==> src/rtl/nbif_pkg.sv <==
package nbif_pkg;

    localparam int NB_DW = 4;
    localparam int NB_AW = 4;

    typedef enum logic [1:0] {
        BM_IDLE  = 2'd0,
        BM_READ  = 2'd1,
        BM_WRITE = 2'd2,
        BM_CLASH = 2'd3
    } bus_mode_e;

    typedef struct packed {
        logic             rd_n;
        logic             wr_n;
        logic             sel;
        logic [NB_AW-1:0] addr;
        logic [NB_DW-1:0] data;
    } bus_smp_t;

    localparam bus_smp_t BUS_QUIET = '{rd_n: 1'b1, wr_n: 1'b1, sel: 1'b0,
                                       addr: '0, data: '0};

    function automatic bus_mode_e decode_mode(input logic sel,
                                              input logic rd_n,
                                              input logic wr_n);
        if (!sel)
            return BM_IDLE;
        case ({rd_n, wr_n})
            2'b01:   return BM_READ;
            2'b10:   return BM_WRITE;
            2'b00:   return BM_CLASH;
            default: return BM_IDLE;
        endcase
    endfunction

endpackage

==> src/rtl/nbif_front.sv <==
module nbif_front
    import nbif_pkg::*;
#(
    parameter int SYNC_STAGES = 2
) (
    input  logic             clk,
    input  logic             rst,
    input  logic             cs1,
    input  logic             cs0_n,
    input  logic             ale,
    input  logic [NB_AW-1:0] addr,
    input  logic             rd_n,
    input  logic             wr_n,
    input  logic [NB_DW-1:0] d_in,
    output bus_mode_e        mode,
    output logic [NB_AW-1:0] eff_addr,
    output logic             wr_req,
    output logic [NB_AW-1:0] wr_addr,
    output logic [NB_DW-1:0] wr_data,
    output logic             clash
);

    localparam int LAST = SYNC_STAGES;

    logic [NB_AW-1:0] held_addr;
    logic             held_cs0_n;
    logic             eff_cs0_n;
    logic             sel;

    always_ff @(posedge clk) begin
        if (rst) begin
            held_addr  <= '0;
            held_cs0_n <= 1'b1;
        end else if (ale) begin
            held_addr  <= addr;
            held_cs0_n <= cs0_n;
        end
    end

    assign eff_addr  = ale ? addr  : held_addr;
    assign eff_cs0_n = ale ? cs0_n : held_cs0_n;
    assign sel       = cs1 & ~eff_cs0_n;
    assign mode      = decode_mode(sel, rd_n, wr_n);

    bus_smp_t pipe [0:LAST];

    always_ff @(posedge clk) begin
        if (rst) pipe[0] <= BUS_QUIET;
        else     pipe[0] <= '{rd_n: rd_n, wr_n: wr_n, sel: sel,
                              addr: eff_addr, data: d_in};
    end

    for (genvar g = 1; g <= LAST; g++) begin : g_stage
        always_ff @(posedge clk) begin
            if (rst) pipe[g] <= BUS_QUIET;
            else     pipe[g] <= pipe[g-1];
        end
    end

    assign wr_req  = pipe[LAST-1].wr_n & ~pipe[LAST].wr_n &
                     pipe[LAST].sel & pipe[LAST].rd_n;
    assign wr_addr = pipe[LAST].addr;
    assign wr_data = pipe[LAST].data;
    assign clash   = decode_mode(pipe[LAST].sel, pipe[LAST].rd_n,
                                 pipe[LAST].wr_n) == BM_CLASH;

endmodule

==> src/rtl/nbif_regfile.sv <==
module nbif_regfile
    import nbif_pkg::*;
#(
    parameter int CTL_ADDR   = 13,
    parameter int HOLD_BIT   = 0,
    parameter int RST_BIT    = 1,
    parameter int PULSE_ADDR = 14,
    parameter int PEN_BIT    = 0
) (
    input  logic             clk,
    input  logic             rst,
    input  logic             cs1,
    input  logic             wr_req,
    input  logic [NB_AW-1:0] wr_addr,
    input  logic [NB_DW-1:0] wr_data,
    input  logic [NB_AW-1:0] rd_addr,
    output logic [NB_DW-1:0] rd_data,
    output logic             pulse_en,
    output logic [1:0]       ctl_lo
);

    localparam int DEPTH = 1 << NB_AW;

    logic [DEPTH*NB_DW-1:0] bits;

    for (genvar i = 0; i < DEPTH; i++) begin : g_word
        localparam logic [NB_AW-1:0] IDX = i[NB_AW-1:0];
        logic hit;
        assign hit = wr_req && (wr_addr == IDX);
        for (genvar b = 0; b < NB_DW; b++) begin : g_bit
            logic q;
            if (i == CTL_ADDR && (b == HOLD_BIT || b == RST_BIT)) begin : g_stby
                always_ff @(posedge clk or negedge cs1) begin
                    if (!cs1)     q <= 1'b0;
                    else if (rst) q <= 1'b0;
                    else if (hit) q <= wr_data[b];
                end
            end else begin : g_plain
                always_ff @(posedge clk) begin
                    if (rst)      q <= 1'b0;
                    else if (hit) q <= wr_data[b];
                end
            end
            assign bits[i*NB_DW + b] = q;
        end
    end

    assign rd_data  = bits[rd_addr*NB_DW +: NB_DW];
    assign pulse_en = bits[PULSE_ADDR*NB_DW + PEN_BIT];
    assign ctl_lo   = {bits[CTL_ADDR*NB_DW + RST_BIT], bits[CTL_ADDR*NB_DW + HOLD_BIT]};

endmodule

==> src/rtl/nbif_pulse.sv <==
module nbif_pulse (
    input  logic clk,
    input  logic rst,
    input  logic tick,
    input  logic en,
    output logic pulse_n
);

    always_ff @(posedge clk) begin
        if (rst)       pulse_n <= 1'b1;
        else if (!en)  pulse_n <= 1'b1;
        else if (tick) pulse_n <= ~pulse_n;
    end

endmodule

==> src/rtl/nibble_bus_if.sv <==
module nibble_bus_if
    import nbif_pkg::*;
#(
    parameter int SYNC_STAGES = 2,
    parameter int CTL_ADDR    = 13,
    parameter int HOLD_BIT    = 0,
    parameter int RST_BIT     = 1,
    parameter int PULSE_ADDR  = 14,
    parameter int PEN_BIT     = 0
) (
    input  logic             clk,
    input  logic             rst,
    input  logic             cs1,
    input  logic             cs0_n,
    input  logic             ale,
    input  logic [NB_AW-1:0] addr,
    input  logic             rd_n,
    input  logic             wr_n,
    input  logic [NB_DW-1:0] d_in,
    output logic [NB_DW-1:0] d_out,
    output logic             d_oe,
    input  logic             tick,
    output logic             pulse_n,
    output logic             err_overlap
);

    bus_mode_e        mode;
    logic [NB_AW-1:0] eff_addr;
    logic             wr_req;
    logic [NB_AW-1:0] wr_addr;
    logic [NB_DW-1:0] wr_data;
    logic             clash;
    logic [NB_DW-1:0] rd_data;
    logic             pulse_en;
    logic [1:0]       ctl_lo;

    nbif_front #(.SYNC_STAGES(SYNC_STAGES)) u_front (
        .clk(clk), .rst(rst), .cs1(cs1), .cs0_n(cs0_n), .ale(ale),
        .addr(addr), .rd_n(rd_n), .wr_n(wr_n), .d_in(d_in),
        .mode(mode), .eff_addr(eff_addr), .wr_req(wr_req),
        .wr_addr(wr_addr), .wr_data(wr_data), .clash(clash)
    );

    nbif_regfile #(
        .CTL_ADDR(CTL_ADDR), .HOLD_BIT(HOLD_BIT), .RST_BIT(RST_BIT),
        .PULSE_ADDR(PULSE_ADDR), .PEN_BIT(PEN_BIT)
    ) u_regs (
        .clk(clk), .rst(rst), .cs1(cs1), .wr_req(wr_req),
        .wr_addr(wr_addr), .wr_data(wr_data), .rd_addr(eff_addr),
        .rd_data(rd_data), .pulse_en(pulse_en), .ctl_lo(ctl_lo)
    );

    nbif_pulse u_pulse (
        .clk(clk), .rst(rst), .tick(tick), .en(pulse_en), .pulse_n(pulse_n)
    );

    assign d_oe  = (mode == BM_READ);
    assign d_out = d_oe ? rd_data : '0;

    always_ff @(posedge clk) begin
        if (rst)        err_overlap <= 1'b0;
        else if (clash) err_overlap <= 1'b1;
    end

endmodule

==> config.mk <==
export PLATFORM = sky130hd
export DESIGN_NAME = nibble_bus_if
export DESIGN_NICKNAME = d
export VERILOG_FILES = /design/src/rtl/nbif_pkg.sv /design/src/rtl/nbif_front.sv /design/src/rtl/nbif_regfile.sv /design/src/rtl/nbif_pulse.sv /design/src/rtl/nibble_bus_if.sv
export SDC_FILE = /design/constraint.sdc
export NUM_CORES = 1
export LEC_CHECK = 0
export BUFFER_PORTS_ARGS = -buffer_cell sky130_fd_sc_hd__buf_2
export CAP_MARGIN = 20
export CORE_MARGIN = 2
export CORE_UTILIZATION = 55
export CTS_CLUSTER_DIAMETER = 30
export DETAILED_ROUTE_END_ITERATION = 10
export PLACE_DENSITY = 0.73
export SETUP_SLACK_MARGIN = 0.15
export SYNTH_ARGS = -nofsm -noshare
export SYNTH_HDL_FRONTEND = slang
export SYNTH_SLANG_ARGS = --single-unit
==> constraint.sdc <==
create_clock -name clk -period 8.53 [get_ports clk]
set_clock_uncertainty 0.2 [all_clocks]
set_input_delay 2.1325 -clock clk [delete_from_list [all_inputs] [get_ports clk]]
set_output_delay 2.1325 -clock clk [all_outputs]
set_load 0.005 [all_outputs]
==> results.md <==
* Part of the cycle the worst path needs at 75.5%
* Reg2reg setup slack at 6.34 ns
* Status: finished, final reports clean
* Critical setup path kind: input pin to output port
* Avg WL per Cell at roughly 16 um
* Asr flop ratio synth at 2.00%
* Post-synthesis register bit count at 100
* R2R depth at 4
* Final Critical Period at about 6.4 ns
* Main synth FF type: dfxtp_1
* Clock Latency Late Sink at approximately 0.36 ns
* Fmax at ~160 MHz
* CORE AREA at 0.00725 sq mm
* Hold WS at around 0.21 ns
* Area Overhead vs Synth at 8.36%
* Main area contributors after synthesis: dfxtp_1, mux2i_1, nor2_1
* Synth Instances at roughly 390
* Leak pwr at between 1.5 and 2 nW
* Max stage delay on crit path at around 0.55 ns
* Starting DRT DRC Count at 169
* Die Area at roughly 0.0082 sq mm
* Fill cells at 624
* Clock Tree Root: clkbuf_8
* Syn_nets at roughly 400
* Antenna diodes at 0
* Startpoint Class: input pin
* Largest net degree at the start of global routing at 100
* Die height at around 90 um
* Worst path slowest cell: mux2i_4
* Worst-path cell chain: buf_2 > mux2i_4 > mux4_2 > nor2b_1 > a211o_1 > buf_2
* Synth Cell Area at roughly 0.004 sq mm
* Grt total ovfl at 0
* Setup_tns at 0 ns
* Vias at ~2700
* Max-capacitance violation count at 0
* CTS tree: done
* EDFF count, synth at 0
* Worst path arrival time at slightly above 4 ns
* CP Max Fanout at 12
* Mean Syn Cell Area at 10.6 sq um
* Fin cells at 500
* Initial Utilization at a little under three fifths
* Share of cells above drive strength 1 at between 10% and 20%
* Clk sink count at 100
* Cell family with the largest share of critical-path delay: multiplexers
* # Post-CTS Setup Buffers at 0
* Yosys cell types at 32
* Max Root-Sink Buffers at 2
* Clk slew on worst S/H paths at approximately 0.10 ns
* Remaining DRCs at 0
* Worst min path class: register to register
* Global Route Usage Sum at between 20% and 30%
* Top cell type's share of synthesized area at a little under half
* RSZ-0062 raised after global routing: false
* Number of global-route vias before repair at 2653
* Yosys warning total at 0
* H-tree Lvls at 3
* WP buf/inv at 2
* Area of the multi-input gates at 0.00197 sq mm
* Post-cts resize count at 0
* Reg-to-Reg Start: u_front.pipe[2][7]
* DP Cell Count at 484
* GPL Wtd Cong at approximately 0.85
* First-pass GRT wire length at around 14000 um
* Worst min-delay path startpoint: u_front.pipe[1][10]
* Via/cell ratio at approximately 5.5
* Worst R2R End: u_regs.g_word[11].g_bit[2].q
* Actual slew at the worst max-slew pin at just over 0.9 ns
* Most frequent CP cell: buf_2
* Max transition margin at around two fifths
* Die W at roughly 90 um
* Pins over their slew limit at 0
* CP endpoint kind: output port
* FF/Latch Area at 0.00201 sq mm
* Input/output buffers at 22
* Dominant cell type by area after synthesis: dfxtp_1
* Hold-fix buffer count after cts at 0
* CP Data Required Time at around 6.2 ns
* Num ports at 23
* Cells on Worst Hold Path at 1
* Final ANT Viol Nets at 0
* Detailed placement HPWL at roughly 5700 um
* Initial antenna violation count at 0
* Core Rows at 31
* Sequential fraction of the synthesis area at between 40 and 50%
* Worst vdd ir at roughly 0.12 mV
* Final Setup Violations at 0
* Worst Hold Path EP: u_front.pipe[2][10]
* Fin. Hold Viols at 0
* Post-Route WL at approximately 8000 um
* Final net count at approximately 410
* CTS Buf Count at 9
* Pwr/cell area at 184 mW/mm^2
* TritonRoute pass-1 iters at 5
-- flip-flops by register name (all words and copies together) (netlist names) --
name and cells:
u_front.held_addr 3, u_regs.g_word.g_bit.q 63, u_front.held_cs0_n 1, u_pulse.pulse_n 1
u_regs.pulse_en 1, err_overlap 1, u_front.pipe 30
-- through the flow --
stage / setup slack (ns) / power (mW) / util [%] / area (sq um)
after global placement: 2.11 / 0.529 / 58.4 / 4240
after detailed placement: 2.09 / 0.530 / 58.4 / 4240
final: 2.09 / 0.816 / 61.3 / 4440
after floorplan: 2.71 / 0.519 / - / 4100
after global routing: 1.97 / 0.846 / 61.3 / 4440
after CTS: 2.08 / 0.826 / 61.3 / 4440
-- layout make-up --
| class | instances | share of cell area, % |
|---|---|---|
| Tap cell | 99 | 2.79 |
| Clock buffer | 9 | 2.79 |
| Timing Repair Buffer | 23 | 2.65 |
| Clock inverter | 7 | 1.80 |
| Multi-Input combinational cell | 257 | 44.3 |
| Sequential cell | 100 | 45.3 |
| Inverter | 5 | 0.422 |
-- synthesized netlist by cell type, drive strengths merged, types with 3 or more instances --
cell     n
mux4     8
and4     3
nor2b   30
or2      6
nand4    7
buf      4
a211o    4
inv      5
a222oi   4
nand2   10
dfxtp   98
mux2i   81
nor2    74
o32ai    4
a31oi    4
nand2b   4
clkbuf  20
nor4     6
-- routing by layer --
metal	up-vias	GRT usage, %	wire (um)
li1	1356	-	-
met1	1321	28.0	3750
met2	56	33.7	3840
met3	14	5.76	466
met4	0	6.92	191
met5	-	0	0
-- worst max path at each step --
stage,slack (ns),cells after the start,to,start
2_1_floorplan,2.71,5,d_out[0],ale
3_3_place_gp,2.11,6,d_out[3],ale
3_5_place_dp,2.09,6,d_out[3],ale
4_1_cts,2.08,6,d_out[3],ale
5_1_grt,1.97,6,d_out[1],ale
6_report,2.09,6,d_out[3],ale
-- placed cells by master, fill, tap and decap left out, types with 2 or more instances in the layout --
cell type / synthesis / layout
inv_8: 0 / 2
mux2i_2: 2 / 2
mux2i_1: 78 / 78
nand2b_1: 4 / 4
clkinv_8: 0 / 2
inv_6: 0 / 2
a211o_1: 4 / 4
nor2b_1: 30 / 30
nand4_1: 7 / 7
and2_1: 2 / 2
or2_2: 6 / 6
a222oi_1: 4 / 4
mux4_2: 8 / 8
and4_1: 3 / 3
nand2_1: 10 / 10
o32ai_1: 4 / 4
dfrtp_1: 2 / 2
inv_1: 5 / 5
buf_2: 1 / 22
nand3b_1: 2 / 2
clkbuf_8: 0 / 9
nor2_1: 74 / 74
a31oi_1: 4 / 4
dfxtp_1: 98 / 98
nor4_2: 6 / 6
-- kinds of logic (layout without fill, tap and decap cells) --
logic type             Yosys count  in the layout  share of synthesized area [%]
buffers and inverters           29             44                           2.96
multiplexers                    90             90                           24.9
XOR/XNOR                         1              1                          0.214
flip-flops                     100            100                           49.1
AO/OA/AOI/OAI                   17             17                           3.42
AND/OR/NAND/NOR                149            149                           19.4
-- where the power goes --
| group | switching [mW] | leakage [nW] | internal (mW) |
|---|---|---|---|
| sequential | 0.00605 | 0.822 | 0.473 |
| clock | 0.179 | 0.0998 | 0.117 |
| combinational | 0.0243 | 0.838 | 0.0163 |
| total | 0.210 | 1.76 | 0.606 |
No activity file was read; power rests on OpenSTA's default activity.
